<file path="src/rtl/aud_rx_pkg.sv">
package aud_rx_pkg;
  typedef enum logic [2:0] {
    FMT_I2S   = 3'd0,
    FMT_LSB16 = 3'd1,
    FMT_LSB18 = 3'd2,
    FMT_LSB20 = 3'd3,
    FMT_MSBJ  = 3'd4
  } fmt_e;
endpackage

</file>
<file path="src/rtl/aud_rx_front.sv">
module aud_rx_front #(
  parameter int unsigned STAGES = 2
) (
  input  logic clk_i,
  input  logic rst_ni,
  input  logic sck_i,
  input  logic ws_i,
  input  logic sd_i,
  output logic bit_stb_o,
  output logic bit_o,
  output logic ws_o
);
  localparam int unsigned NSIG = 3;

  logic [NSIG-1:0] raw, synced;
  logic            sck_q;

  assign raw = {sck_i, ws_i, sd_i};

  for (genvar g = 0; g < NSIG; g++) begin : g_sync
    logic [STAGES-1:0] chain;
    always_ff @(posedge clk_i or negedge rst_ni) begin
      if (!rst_ni) chain <= '0;
      else         chain <= {chain[STAGES-2:0], raw[g]};
    end
    assign synced[g] = chain[STAGES-1];
  end

  always_ff @(posedge clk_i or negedge rst_ni) begin
    if (!rst_ni) sck_q <= 1'b0;
    else         sck_q <= synced[2];
  end

  assign bit_stb_o = synced[2] & ~sck_q;
  assign ws_o      = synced[1];
  assign bit_o     = synced[0];
endmodule

</file>
<file path="src/rtl/aud_rx_fmt_dec.sv">
module aud_rx_fmt_dec
  import aud_rx_pkg::*;
(
  input  logic       src_i,
  input  logic [2:0] reg_code_i,
  input  logic [1:0] pin_code_i,
  output fmt_e       fmt_o
);
  always_comb begin
    if (src_i) begin
      unique case (pin_code_i)
        2'd0: fmt_o = FMT_I2S;
        2'd1: fmt_o = FMT_LSB16;
        2'd2: fmt_o = FMT_LSB18;
        default: fmt_o = FMT_LSB20;
      endcase
    end else begin
      case (reg_code_i)
        3'd1: fmt_o = FMT_LSB16;
        3'd2: fmt_o = FMT_LSB18;
        3'd3: fmt_o = FMT_LSB20;
        3'd4: fmt_o = FMT_MSBJ;
        default: fmt_o = FMT_I2S;
      endcase
    end
  end
endmodule

</file>
<file path="src/rtl/aud_rx_shift.sv">
module aud_rx_shift
  import aud_rx_pkg::*;
#(
  parameter int unsigned SAMPLE_W = 20,
  localparam int unsigned CNT_W   = $clog2(SAMPLE_W + 2)
) (
  input  logic                clk_i,
  input  logic                rst_ni,
  input  logic                bit_stb_i,
  input  logic                bit_i,
  input  logic                ws_i,
  input  fmt_e                fmt_i,
  output logic [SAMPLE_W-1:0] left_o,
  output logic [SAMPLE_W-1:0] right_o,
  output logic                valid_o
);
  localparam logic [CNT_W-1:0]    IDX_MAX = CNT_W'(SAMPLE_W + 1);
  localparam logic [CNT_W-1:0]    W_LIM   = CNT_W'(SAMPLE_W);
  localparam logic [SAMPLE_W-1:0] TOP_BIT = {1'b1, {(SAMPLE_W-1){1'b0}}};

  logic                started_q, armed_q, ws_prev_q, left_done_q;
  fmt_e                fmt_q;
  logic [CNT_W-1:0]    idx_q;
  logic [SAMPLE_W-1:0] acc_q, tail_q, left_hold_q;

  logic                boundary, word_left, off_bit, msb_fmt, place_en;
  logic [CNT_W-1:0]    off_ext, rel;
  logic [SAMPLE_W-1:0] mask, word_val;

  function automatic logic [SAMPLE_W-1:0] sext(input logic [SAMPLE_W-1:0] v,
                                               input int unsigned n,
                                               input logic s);
    logic [SAMPLE_W-1:0] r;
    for (int i = 0; i < SAMPLE_W; i++) r[i] = (i < n) ? v[i] : s;
    return r;
  endfunction

  assign boundary  = bit_stb_i & started_q & (ws_i != ws_prev_q);
  // channel of the word that just ended
  assign word_left = (fmt_q == FMT_I2S) ? ~ws_prev_q : ws_prev_q;

  assign msb_fmt  = (fmt_q == FMT_I2S) || (fmt_q == FMT_MSBJ);
  assign off_bit  = (fmt_q == FMT_I2S);
  assign off_ext  = {{(CNT_W-1){1'b0}}, off_bit};
  assign rel      = idx_q - off_ext;
  assign place_en = msb_fmt && (idx_q >= off_ext) && (rel < W_LIM);
  assign mask     = TOP_BIT >> rel;

  always_comb begin
    case (fmt_q)
      FMT_LSB16: word_val = sext(tail_q, 16, tail_q[15]);
      FMT_LSB18: word_val = sext(tail_q, 18, tail_q[17]);
      FMT_LSB20: word_val = sext(tail_q, 20, tail_q[19]);
      default:   word_val = acc_q;
    endcase
  end

  always_ff @(posedge clk_i or negedge rst_ni) begin
    if (!rst_ni) begin
      started_q   <= 1'b0;
      armed_q     <= 1'b0;
      ws_prev_q   <= 1'b0;
      left_done_q <= 1'b0;
      fmt_q       <= FMT_I2S;
      idx_q       <= '0;
      acc_q       <= '0;
      tail_q      <= '0;
      left_hold_q <= '0;
      left_o      <= '0;
      right_o     <= '0;
      valid_o     <= 1'b0;
    end else begin
      valid_o <= 1'b0;
      if (bit_stb_i) begin
        started_q <= 1'b1;
        ws_prev_q <= ws_i;
        tail_q    <= {tail_q[SAMPLE_W-2:0], bit_i};
        if (boundary) begin
          armed_q <= 1'b1;
          fmt_q   <= fmt_i;
          idx_q   <= CNT_W'(1);
          acc_q   <= (fmt_i == FMT_MSBJ) ? (bit_i ? TOP_BIT : '0) : '0;
          if (armed_q) begin
            if (word_left) begin
              left_hold_q <= word_val;
              left_done_q <= 1'b1;
            end else if (left_done_q) begin
              left_o      <= left_hold_q;
              right_o     <= word_val;
              valid_o     <= 1'b1;
              left_done_q <= 1'b0;
            end
          end
        end else begin
          if (idx_q != IDX_MAX) idx_q <= idx_q + CNT_W'(1);
          if (place_en) acc_q <= bit_i ? (acc_q | mask) : (acc_q & ~mask);
        end
      end
    end
  end
endmodule

</file>
<file path="src/rtl/aud_ser_rx.sv">
module aud_ser_rx
  import aud_rx_pkg::*;
#(
  parameter int unsigned SAMPLE_W    = 20,  // must be >= 20
  parameter int unsigned SYNC_STAGES = 2    // must be >= 2
) (
  input  logic                clk_i,
  input  logic                rst_ni,
  input  logic                sck_i,
  input  logic                ws_i,
  input  logic                sd_i,
  input  logic                fmt_src_i,
  input  logic [2:0]          fmt_reg_i,
  input  logic [1:0]          fmt_pin_i,
  output logic [SAMPLE_W-1:0] left_o,
  output logic [SAMPLE_W-1:0] right_o,
  output logic                valid_o
);
  logic bit_stb, bit_val, ws_val;
  fmt_e fmt_sel;

  aud_rx_front #(.STAGES(SYNC_STAGES)) u_front (
    .clk_i, .rst_ni, .sck_i, .ws_i, .sd_i,
    .bit_stb_o(bit_stb), .bit_o(bit_val), .ws_o(ws_val)
  );

  aud_rx_fmt_dec u_dec (
    .src_i(fmt_src_i), .reg_code_i(fmt_reg_i), .pin_code_i(fmt_pin_i),
    .fmt_o(fmt_sel)
  );

  aud_rx_shift #(.SAMPLE_W(SAMPLE_W)) u_shift (
    .clk_i, .rst_ni,
    .bit_stb_i(bit_stb), .bit_i(bit_val), .ws_i(ws_val), .fmt_i(fmt_sel),
    .left_o, .right_o, .valid_o
  );
endmodule

</file>
<file path="config.mk">
export PLATFORM = sky130hd
export DESIGN_NAME = aud_ser_rx
export DESIGN_NICKNAME = d
export VERILOG_FILES = /design/src/rtl/aud_rx_pkg.sv /design/src/rtl/aud_rx_front.sv /design/src/rtl/aud_rx_fmt_dec.sv /design/src/rtl/aud_rx_shift.sv /design/src/rtl/aud_ser_rx.sv
export SDC_FILE = /design/constraint.sdc
export NUM_CORES = 1
export LEC_CHECK = 0
export ABC_AREA = 1
export ABC_CLOCK_PERIOD_IN_PS = 6500
export CORE_MARGIN = 8
export CORE_UTILIZATION = 59
export DETAILED_ROUTE_END_ITERATION = 7
export PLACE_DENSITY = 0.9
export SETUP_SLACK_MARGIN = 0.2
export SLEW_MARGIN = 15
export SYNTH_ARGS = -nofsm -noshare
export SYNTH_HDL_FRONTEND = slang
export SYNTH_SLANG_ARGS = --single-unit
</file>
<file path="constraint.sdc">
create_clock -name clk_i -period 6.5 [get_ports clk_i]
set_input_delay 1.95 -clock clk_i [delete_from_list [all_inputs] [get_ports clk_i]]
set_output_delay 1.95 -clock clk_i [all_outputs]
set_load 0.05 [all_outputs]
</file>
# == Word level (Yosys, flattened, before mapping) ==
# Index checks and enable logic that the tools add are counted.
# word_totals
ff_bits,120
output_inout_bits,41
elab_cells,74
# classes
add_sub_neg,2
n_lt_le_gt_ge,2
eq_ne,13
shift,1
mux,18
bitwise_logic,9
reduce_logical,13
# ops
op,count
two-way mux 20 bit,5
case mux 20 bit (3 select lines),1
bitwise AND 20 bit,1
NOT 20 bit,1
OR 20 bit,1
right shift 20 x 5 -> 20 bit (first input constant),1
equality test 3 x 2 -> 1 bit (second input constant),4
case mux 3 bit (4 select lines),1
two-way mux 5 bit,2
equality test 3 bit (second input constant),3
two-way mux 1 bit,7
equality test 3 x 1 -> 1 bit (second input constant),2
case mux 2 bit (3 select lines),1
AND reduction 2 bit,3
adder 5 x 1 -> 5 bit (second input constant),1
>= comparator 5 x 1 -> 1 bit,1
< comparator 5 bit (second input constant),1
!= test 5 bit (second input constant),1
AND reduction 5 bit,1
subtractor 5 x 1 -> 5 bit,1
AND reduction 4 bit,1
nonzero test 2 bit,2
bitwise AND 1 bit,3
logical NOT 3 bit,1
9 further kinds,12

# == Longest topological paths before layout ==
# Gate-level depths: netlist of the first run.
# depth
depth_word,8
depth_mapped,16
depth_no_buf,15

# == By module ==
# From an unflattened synthesis of the first run, not the netlist that was laid out.
# hier_totals
hier_cells,731
area_unflattened_um2,5740.5
# by_module_without_submodules
module,n_inst,cells_per_inst,area_each_um2
aud_rx_shift,1,709,5504.0
aud_rx_front,1,9,185.2
aud_rx_fmt_dec,1,13,51.3

# == Worst setup path after synthesis of the first run ==
# OpenSTA, ideal clock, no wires.
# synth_path
path_type,input-to-reg
start,input port fmt_src_i
end,register (tool-made name)
arrival_ns,2.499
t_required_ns,6.438
slack_ns,3.938
path_stages,7
cell_sequence,inv_1 > nand2_1 > o31ai_1 > nand2_1 > nand2_1 > nand2_1 > inv_1
# synth_lines
item,line,rtl
from (decl),aud_ser_rx.sv:12,"input logic fmt_src_i,"

# == Final worst setup path of the first run ==
# layout_path
start,register u_shift.left_o[12]
end,output port left_o[12]
# layout_lines
item,line,rtl
from (decl),aud_rx_shift.sv:13,"output logic [SAMPLE_W-1:0] left_o,"
from (signal assigned),aud_rx_shift.sv:88,left_o <= left_hold_q;
to (decl),aud_ser_rx.sv:15,"output logic [SAMPLE_W-1:0] left_o,"
# No word-level cell between the ends.

==> results of run 1 <==
==> sequential cells by signal, indices dropped and copies added, names as in the netlist, 3 cells and up, named ones only <==
signal,flops
u_shift.left_hold_q,20
u_shift.acc_q,19
u_shift.fmt_q,3
u_shift.idx_q,5
u_shift.tail_q,20
u_shift.right_o,20
u_shift.left_o,20
u_front.g_sync.chain,6
==> through the flow <==
step	power, mW	worst slack [ns]	hold WS (ns)
finish	2.80	2.85	0.351
global route	2.94	2.58	0.356
CTS	2.79	2.75	0.353
detailed placement	1.97	2.82	0.337
global placement	1.93	2.99	0.334
floorplan	1.68	3.94	0.331
==> metal layers <==
metal  GRT usage [%]  vias up  wire length [µm]
li1                -     2279                 -
met1            26.7     2302              5460
met2            35.9      225              6640
met3            5.80       19               992
met4            7.64        0               179
met5               0        -                 0
==> area by class of cell <==
class                           count  area share [%]
Multi-Input combinational cell    480            32.7
Clock inverter                     14            1.56
Sequential cell                   120            45.7
Tap cell                          111            2.11
Clock buffer                       17            6.30
Timing Repair Buffer               54            8.26
Inverter                           59            3.37
==> cells in the mapped netlist <==
library cell	instances	area share (%)
a21oi_1	20	1.8
a31oi_1	3	0.34
buf_2	8	0.72
buf_4	2	0.27
buf_6	5	1.0
clkbuf_1	15	1.0
dfrtp_1	120	54
ha_1	4	0.90
inv_1	56	3.8
inv_2	3	0.20
nand2_1	247	17
nand2_2	5	0.56
nand2_4	1	0.20
nand3_1	55	5.0
nand3_2	1	0.18
nand3b_1	1	0.14
nand4_1	4	0.45
nor2_1	42	2.8
nor2_2	1	0.11
nor2_4	2	0.41
nor3_1	5	0.45
nor3b_1	1	0.14
o211ai_1	2	0.27
o21a_1	1	0.14
o21ai_0	79	7.1
o22ai_1	1	0.11
o31ai_1	1	0.14
or2_2	2	0.23
xor2_1	1	0.16
xor2_2	1	0.29
==> power breakdown <==
group / switching (mW) / internal, mW / total, mW
clock: 0.348 / 0.466 / 0.814
combinational: 0.657 / 0.280 / 0.936
sequential: 0.127 / 0.917 / 1.04
==> cell families (layout without fill, tap and decap cells) <==
| logic type | count (synthesis) | after routing | synth area share [%] |
|---|---|---|---|
| flip-flops | 120 | 120 | 54.2 |
| adder cells (fa/ha/maj) | 4 | 4 | 0.904 |
| AND/OR/NAND/NOR | 367 | 367 | 27.4 |
| buffers and inverters | 89 | 144 | 7.03 |
| AO/OA/AOI/OAI | 107 | 107 | 9.94 |
| XOR/XNOR | 2 | 2 | 0.452 |
==> how the worst min path moves through the flow <==
stage | start | to | slack [ns] | cells after the start
after floorplan | u_front.g_sync[0].chain[0] | u_front.g_sync[0].chain[1] | 0.33 | 0
after global placement | u_front.g_sync[1].chain[0] | u_front.g_sync[1].chain[1] | 0.33 | 0
after detailed placement | u_front.g_sync[1].chain[0] | u_front.g_sync[1].chain[1] | 0.34 | 0
after CTS | u_front.g_sync[0].chain[0] | u_front.g_sync[0].chain[1] | 0.35 | 0
after global routing | u_front.g_sync[0].chain[0] | u_front.g_sync[0].chain[1] | 0.36 | 0
final | u_front.g_sync[0].chain[0] | u_front.g_sync[0].chain[1] | 0.35 | 0
==> results.json, run 1 <==
{
  "worst_setup_path_start_kind": "flip-flop",
  "rrSetupSlack_ns": 2.91,
  "io-pin-count": 52,
  "stdcell_count": 855,
  "min_period_ns": 3.65,
  "startpoint": "u_shift.left_o[12]",
  "fin_nets": 747,
  "cts-root-buf": "clkbuf_8",
  "first_global_vias": 4646,
  "vias_per_cell": 5.64,
  "die_h_um": 113,
  "detail_route.wirelength_um": 13300,
  "core_region_area_mm2": 0.00915,
  "cp_num_cells": 1,
  "rsz0062_at_grt": "false",
  "power-per-cell-area_mw_per_mm2": 425,
  "path_delay_family": "buffers and inverters",
  "path_class": "reg -> out",
  "worstSetupEndpointType": "output pin",
  "insertion_delay_ns": 0.52,
  "htreeDepth": 4,
  "clockBufferDepth": 2,
  "fin_setup_tns_ns": 0,
  "post-cts-setup-buffers": 0,
  "max-slew-margin-rel_pct": 30.4,
  "ys_seq_elements": 120,
  "r2r_start": "u_front.sck_q",
  "ys_seq_area_share_pct": 54.2,
  "die_x_um": 113,
  "drv_slew": 0,
  "grt_max_degree": 71,
  "wl_per_cell_um": 15.5,
  "layout_common_cells": "247 x nand2_1, 120 x dfrtp_1, 79 x o21ai_0, 56 x inv_1, 55 x nand3_1",
  "synthCells": 689,
  "grt_usage_pct": 21.6,
  "dpl.hpwl_um": 8760,
  "cts_tree": "done",
  "vias": 4825,
  "r2r-end": "u_shift.left_hold_q[17]",
  "dp.cells": 823,
  "dieArea_mm2": 0.0127,
  "avgSynthCellArea_um2": 8.04,
  "numCtsBuffers": 17,
  "syn_to_final_growth_pct": 18.7,
  "drive_gt1_share_pct": 6.85,
  "cts_sinks": 120,
  "initial_core_util_pct": 60.5,
  "yosysUniqueCellTypes": 30,
  "cp_slowest_cell": "clkdlybuf4s50_1",
  "fmax_ghz": 0.274,
  "critical_path_required_ns": 4.55,
  "critPathArrivalTime_ns": 1.70,
  "finalSetupViolCount": 0,
  "drtIter0Drc": 416,
  "design_area_mm2": 0.00657,
  "n_antenna_cell": 0,
  "cts_resized": 0,
  "cts.clk_slew.worst_paths_ns": 0.06,
  "max-cap-violations": 0,
  "hold_viol_final": 0,
  "fin_crit_sh_pct": 56.2,
  "syn_area_mm2": 0.00554,
  "max_stage_delay_ns": 0.81,
  "worstPathMaxFanout": 2,
  "place.port_buffers": 51,
  "grt_pass1_wl_um": 22400,
  "num_rows": 35,
  "final_core_util_pct": 71.8,
  "antenna_left": 0,
  "final_common_cell": "nand2_1",
  "synth_nets": 704,
  "p_leak_nw": 3.19,
  "cp.buffers_inverters": 1,
  "reg2reg_depth": 10,
  "antenna_found_initial": 0,
  "overflow": 0,
  "vdd_ir_drop_max_mv": 0.205,
  "fin_skew_ns": 0.00758,
  "regArea_mm2": 0.00300,
  "worstSetupEndpoint": "left_o[12]",
  "multiInputGateArea_mm2": 0.00215,
  "ys_warn_count": 0,
  "hold_class": "reg -> reg",
  "worstMarginPinSlew_ns": 1.04,
  "hold_buffers": 0,
  "status": "completed",
  "drt-pass1-iter-count": 6,
  "crit_chain": "clkdlybuf4s50_1",
  "fillers": 607,
  "drc": 0,
  "gp_congestion": 0.885,
  "place_area_mm2": 0.00604
}
Power figures use the tool's default switching activity.
==> run 2: changes to the inputs <==
ABC_CLOCK_PERIOD_IN_PS = 3750   (was 6500)
CORE_UTILIZATION = 57   (was 59)
PLACE_DENSITY = 0.87   (was 0.9)
clock period = 3.75 ns   (was 6.5 ns; I/O delays follow)
==> run 2 against run 1 <==
Design area is 1.4% higher. Critical path depth is 11 higher. Setup slack worse by 1.9 ns. Sequential share of layout area is 0.64 points lower. Largest cell class unchanged. Highest routed layer unchanged.
==> results.json, run 2 (synthesis gave the netlist of run 1 again) <==
{
  "antenna_left": 0,
  "finalPower_mw": 4.96,
  "hold_buffers": 0,
  "crit_chain": "inv_1 > nand2_1 > buf_4 > nor2_1 > nand3_2 > buf_4 > inv_2 > nand2_4 > nor2_4 > buf_4 > nor2_1 > a21oi_1",
  "dpl.hpwl_um": 9110,
  "hold_class": "reg -> reg",
  "fin_setup_tns_ns": 0,
  "antenna_found_initial": 0,
  "fillers": 704,
  "place.port_buffers": 51,
  "fmax_ghz": 0.353,
  "drt-pass1-iter-count": 5,
  "fin_skew_ns": 0.00708,
  "fin_crit_sh_pct": 75.6,
  "status": "completed",
  "vias_per_cell": 5.52,
  "cts_resized": 0,
  "gp_congestion": 0.877,
  "die_x_um": 115,
  "cts-root-buf": "clkbuf_8",
  "worstPathMaxFanout": 37,
  "cts.clk_slew.worst_paths_ns": 0.06,
  "finalSetupViolCount": 0,
  "drv_slew": 0,
  "core_region_area_mm2": 0.00959,
  "drc": 0,
  "max_stage_delay_ns": 0.52,
  "fin_nets": 750,
  "die_h_um": 115,
  "io-pin-count": 52,
  "drtIter0Drc": 453,
  "clockBufferDepth": 2,
  "p_leak_nw": 3.23,
  "first_global_vias": 4786,
  "design_area_mm2": 0.00667,
  "num_rows": 36,
  "initial_core_util_pct": 57.7,
  "critPathArrivalTime_ns": 3.28,
  "final_core_util_pct": 69.5,
  "numCtsBuffers": 17,
  "insertion_delay_ns": 0.52,
  "min_period_ns": 2.84,
  "dieArea_mm2": 0.0131,
  "detail_route.wirelength_um": 13500,
  "cp_slowest_cell": "nor2_4",
  "cts_sinks": 120,
  "critical_path_required_ns": 4.19,
  "power-per-cell-area_mw_per_mm2": 744,
  "n_antenna_cell": 0,
  "wl_per_cell_um": 15.3,
  "overflow": 0,
  "max-slew-margin-rel_pct": 47.1,
  "grt_max_degree": 65,
  "layout_common_cells": "247 x nand2_1, 120 x dfrtp_1, 79 x o21ai_0, 56 x inv_1, 55 x nand3_1",
  "path_class": "reg -> reg",
  "htreeDepth": 4,
  "cts_tree": "done",
  "place_area_mm2": 0.00611,
  "rsz0062_at_grt": "false",
  "post-cts-setup-buffers": 0,
  "worst_path_most_repeated_cell": "buf_4",
  "drive_gt1_share_pct": 7.10,
  "syn_to_final_growth_pct": 20.4,
  "vdd_ir_drop_max_mv": 0.389,
  "vias": 4856,
  "final_common_cell": "nand2_1",
  "worstSetupEndpointType": "flip-flop",
  "max-cap-violations": 0,
  "worst_setup_path_start_kind": "flip-flop",
  "hold_viol_final": 0,
  "grt_pass1_wl_um": 22800,
  "grt_usage_pct": 22.1,
  "worstMarginPinSlew_ns": 0.793
}
[run 2: cell types whose count changed in the layout (fill, tap and decap cells not counted), sizes merged]
cell      previous run  this run
clkinv               8         7
bufinv               0         2
buf                  4         7
clkbuf              17        19
clkinvlp             4         3
inv                 61        59
[run 2: final cells by class]
cell class,count,area [µm²],share of cell area [%]
inverters,59,221,3.32
flip-flops and latches,120,3000,45.0
multi-input cells,480,2150,32.2
well taps,133,166,2.50
repair buffers,57,566,8.48
clock buffers,19,432,6.48
clock inverters,12,129,1.93
[run 2: power breakdown]
| group | switching [mW] | internal (mW) |
|---|---|---|
| combinational | 1.14 | 0.488 |
| clock | 0.570 | 0.955 |
| sequential | 0.217 | 1.59 |
[run 2: path summary, 6_finish.rpt]
check | startpoint | to | slack [ns] | cells past startpoint
setup reg to reg | u_front.sck_q | u_shift.left_o[0] | 0.91 | 12
min in group asynchronous | rst_ni | u_shift.left_o[4] | 0.66 | 1
hold / removal | u_front.g_sync[1].chain[0] | u_front.g_sync[1].chain[1] | 0.35 | 0
max in group asynchronous | rst_ni | u_shift.tail_q[17] | 2.30 | 2
hold reg to reg | u_front.g_sync[1].chain[0] | u_front.g_sync[1].chain[1] | 0.35 | 0
setup / recovery | u_front.sck_q | u_shift.left_o[0] | 0.91 | 12
[run 2: routing by layer]
metal	wire length, µm	up-vias	track usage, %
met2	6670	211	36.9
met5	0	-	0
li1	-	2293	-
met4	244	0	7.99
met3	1030	29	6.17
met1	5510	2323	26.5
[run 2: worst max-delay path, delay by kind of cell (launching register included)]
kind / cells / cell delay [ns]
AND/OR/NAND/NOR: 6 / 1.09
AO/OA/AOI/OAI: 1 / 0.13
buffers and inverters: 5 / 1.13
flip-flops: 1 / 0.36
[run 2: per-stage QoR]
stage	std cells	setup WS [ns]	hold slack, ns
after CTS	880	0.903	0.348
after floorplan	689	1.66	0.331
final	880	0.914	0.347
after global placement	849	1.12	0.333
after detailed placement	849	0.966	0.335
after global routing	880	0.618	0.369
==> run 3: changes to the inputs <==
ABC_CLOCK_PERIOD_IN_PS = 2560   (was 3750)
CORE_UTILIZATION = 52   (was 57)
PLACE_DENSITY = 0.84   (was 0.87)
clock period = 2.56 ns   (was 3.75 ns; I/O delays follow)
==> run 3 against run 2 <==
Critical path depth fell by 11. Flip-flop and latch count unchanged. Sequential share of layout area fell by 0.86 points. Combinational power rose by 47%. Via count grew 1.2%. Clock skew up 0.0031 ns. Global-route usage is 1.3 points lower. Die area is 8.2% higher. Cell count rose by 1.7%. Highest routed layer unchanged. Wire length grew 5.5%. Setup slack got worse by 0.59 ns.
==> results.json, run 3 (synthesis gave the netlist of run 1 again) <==
{
  "status": "completed",
  "hold_class": "in -> async",
  "cp_slowest_cell": "dlygate4sd2_1",
  "dp.cells": 859,
  "antenna_left": 0,
  "path_delay_family": "buffers and inverters",
  "vias": 4916,
  "worstMarginPinSlew_ns": 0.712,
  "drive_gt1_share_pct": 10.0,
  "max_stage_delay_ns": 0.57,
  "vdd_ir_drop_max_mv": 0.657,
  "fin_setup_tns_ns": 0,
  "fin_nets": 761,
  "dpl.hpwl_um": 9590,
  "power-per-cell-area_mw_per_mm2": 1100,
  "die_h_um": 119,
  "critical_path_required_ns": 1.79,
  "worstPathMaxFanout": 2,
  "cts_sinks": 120,
  "max-slew-margin-rel_pct": 52.5,
  "initial_core_util_pct": 53.6,
  "core_region_area_mm2": 0.0103,
  "drt-pass1-iter-count": 7,
  "swShare_pct": 40.0,
  "hold_buffers": 0,
  "cp.buffers_inverters": 1,
  "vias_per_cell": 5.49,
  "layout_common_cells": "247 x nand2_1, 118 x dfrtp_1, 79 x o21ai_0, 56 x inv_1, 55 x nand3_1",
  "grt_pass1_wl_um": 23700,
  "stdcell_count": 895,
  "p_sw_mw": 2.98,
  "crit_chain": "dlygate4sd2_1",
  "grt_usage_pct": 20.8,
  "fmax_ghz": 0.446,
  "gp_congestion": 0.892,
  "syn_to_final_growth_pct": 22.8,
  "clkPwrFrac_pct": 32.6,
  "p_seq_share_pct": 35.4,
  "p_leak_nw": 3.47,
  "fin_hold_ws_ns": 0.215,
  "overflow": 0,
  "htreeDepth": 4,
  "timing.final.ws_setup_ns": 0.319,
  "max-cap-violations": 0,
  "worstSetupEndpointType": "output pin",
  "cts.clk_slew.worst_paths_ns": 0.06,
  "dieArea_mm2": 0.0142,
  "n_antenna_cell": 0,
  "cts-root-buf": "clkbuf_8",
  "first_global_vias": 4855,
  "place.port_buffers": 51,
  "p_int_mw": 4.48,
  "die_x_um": 119,
  "path_class": "reg -> out",
  "r2r-end": "u_shift.acc_q[17]",
  "detail_route.wirelength_um": 14200,
  "hold_viol_final": 0,
  "worst_setup_path_start_kind": "flip-flop",
  "final_core_util_pct": 65.9,
  "insertion_delay_ns": 0.53,
  "numCtsBuffers": 17,
  "r2r_start": "u_shift.fmt_q[1]",
  "clockBufferDepth": 2,
  "critPathArrivalTime_ns": 1.47,
  "rsz0062_at_grt": "false",
  "fin_skew_ns": 0.0102,
  "drc": 0,
  "fillers": 828,
  "pre_cts_ws_ns": 0.340,
  "antenna_found_initial": 0,
  "grt_max_degree": 46,
  "num_rows": 37,
  "io-pin-count": 52,
  "fin_crit_sh_pct": 87.5,
  "rrSetupSlack_ns": 0.36,
  "final_common_cell": "nand2_1",
  "wl_per_cell_um": 15.9,
  "min_period_ns": 2.24,
  "finalSetupViolCount": 0,
  "reg2reg_depth": 16,
  "cts_tree": "done",
  "pwr-share-comb_pct": 32.0,
  "drtIter0Drc": 460,
  "drv_slew": 0
}
==> run 3: cell types whose count changed in the layout (fill, tap and decap cells not counted), sizes merged <==
cell	delta
inv	+5
bufinv	+1
nor2	+1
clkinvlp	-1
clkbuf	-2
dlygate4sd2	+41
clkinv	-2
buf	+10
clkdlybuf4s50	-41
==> run 3: final cells by class <==
type                            instances  area [µm²]  share of cell area (%)
Sequential cell                       120        3010                    44.2
Multi-Input combinational cell        481        2180                    32.1
Timing Repair Buffer                   67         613                    9.01
Clock buffer                           17         414                    6.09
Inverter                               59         224                    3.29
Clock inverter                         15         191                    2.81
Tap cell                              136         170                    2.50
==> run 3: power by group through the flow <==
| stage | clock, mW | sequential, mW | combinational [mW] |
|---|---|---|---|
| after floorplan | 0 | 3.24 | 1.01 |
| after global placement | 0 | 2.64 | 2.38 |
| after detailed placement | 0 | 2.66 | 2.44 |
| after CTS | 2.45 | 2.63 | 2.34 |
| after global routing | 2.54 | 2.69 | 2.61 |
| final | 2.43 | 2.64 | 2.39 |
==> run 3: worst max path at each step <==
stage | from | endpoint | slack (ns) | depth (start not counted)
finish | u_shift.right_o[16] | right_o[16] | 0.32 | 1
global route | u_shift.fmt_q[1] | u_shift.acc_q[17] | 0.20 | 16
CTS | u_shift.fmt_q[1] | u_shift.acc_q[17] | 0.28 | 16
detailed placement | u_shift.fmt_q[1] | u_shift.acc_q[15] | 0.34 | 15
global placement | u_shift.fmt_q[1] | u_shift.acc_q[3] | 0.35 | 11
floorplan | u_shift.fmt_q[1] | u_shift.acc_q[16] | 0.47 | 16
==> run 3: timing repair <==
action                     CTS  global route
setup endpoints to repair   41            20
pin swaps                    0             1
setup buffers                0             3
resized for setup           41            16
hold endpoints to repair     0             0
gates cloned                 0             1
==> run 3: through the flow <==
step / area [µm²] / power [mW]
2_1_floorplan: 5540 / 4.26
3_3_place_gp: 6170 / 5.01
3_5_place_dp: 6170 / 5.10
4_1_cts: 6730 / 7.43
5_1_grt: 6800 / 7.85
6_report: 6800 / 7.46
==> run 3: metal layers <==
| layer | up-vias | part of all wire, % | global-route usage, % |
|---|---|---|---|
| li1 | 2312 | - | - |
| met1 | 2336 | 41 | 25.2 |
| met2 | 229 | 48 | 33.9 |
| met3 | 39 | 7.6 | 5.72 |
| met4 | 0 | 2.9 | 9.41 |
| met5 | - | 0 | 0 |
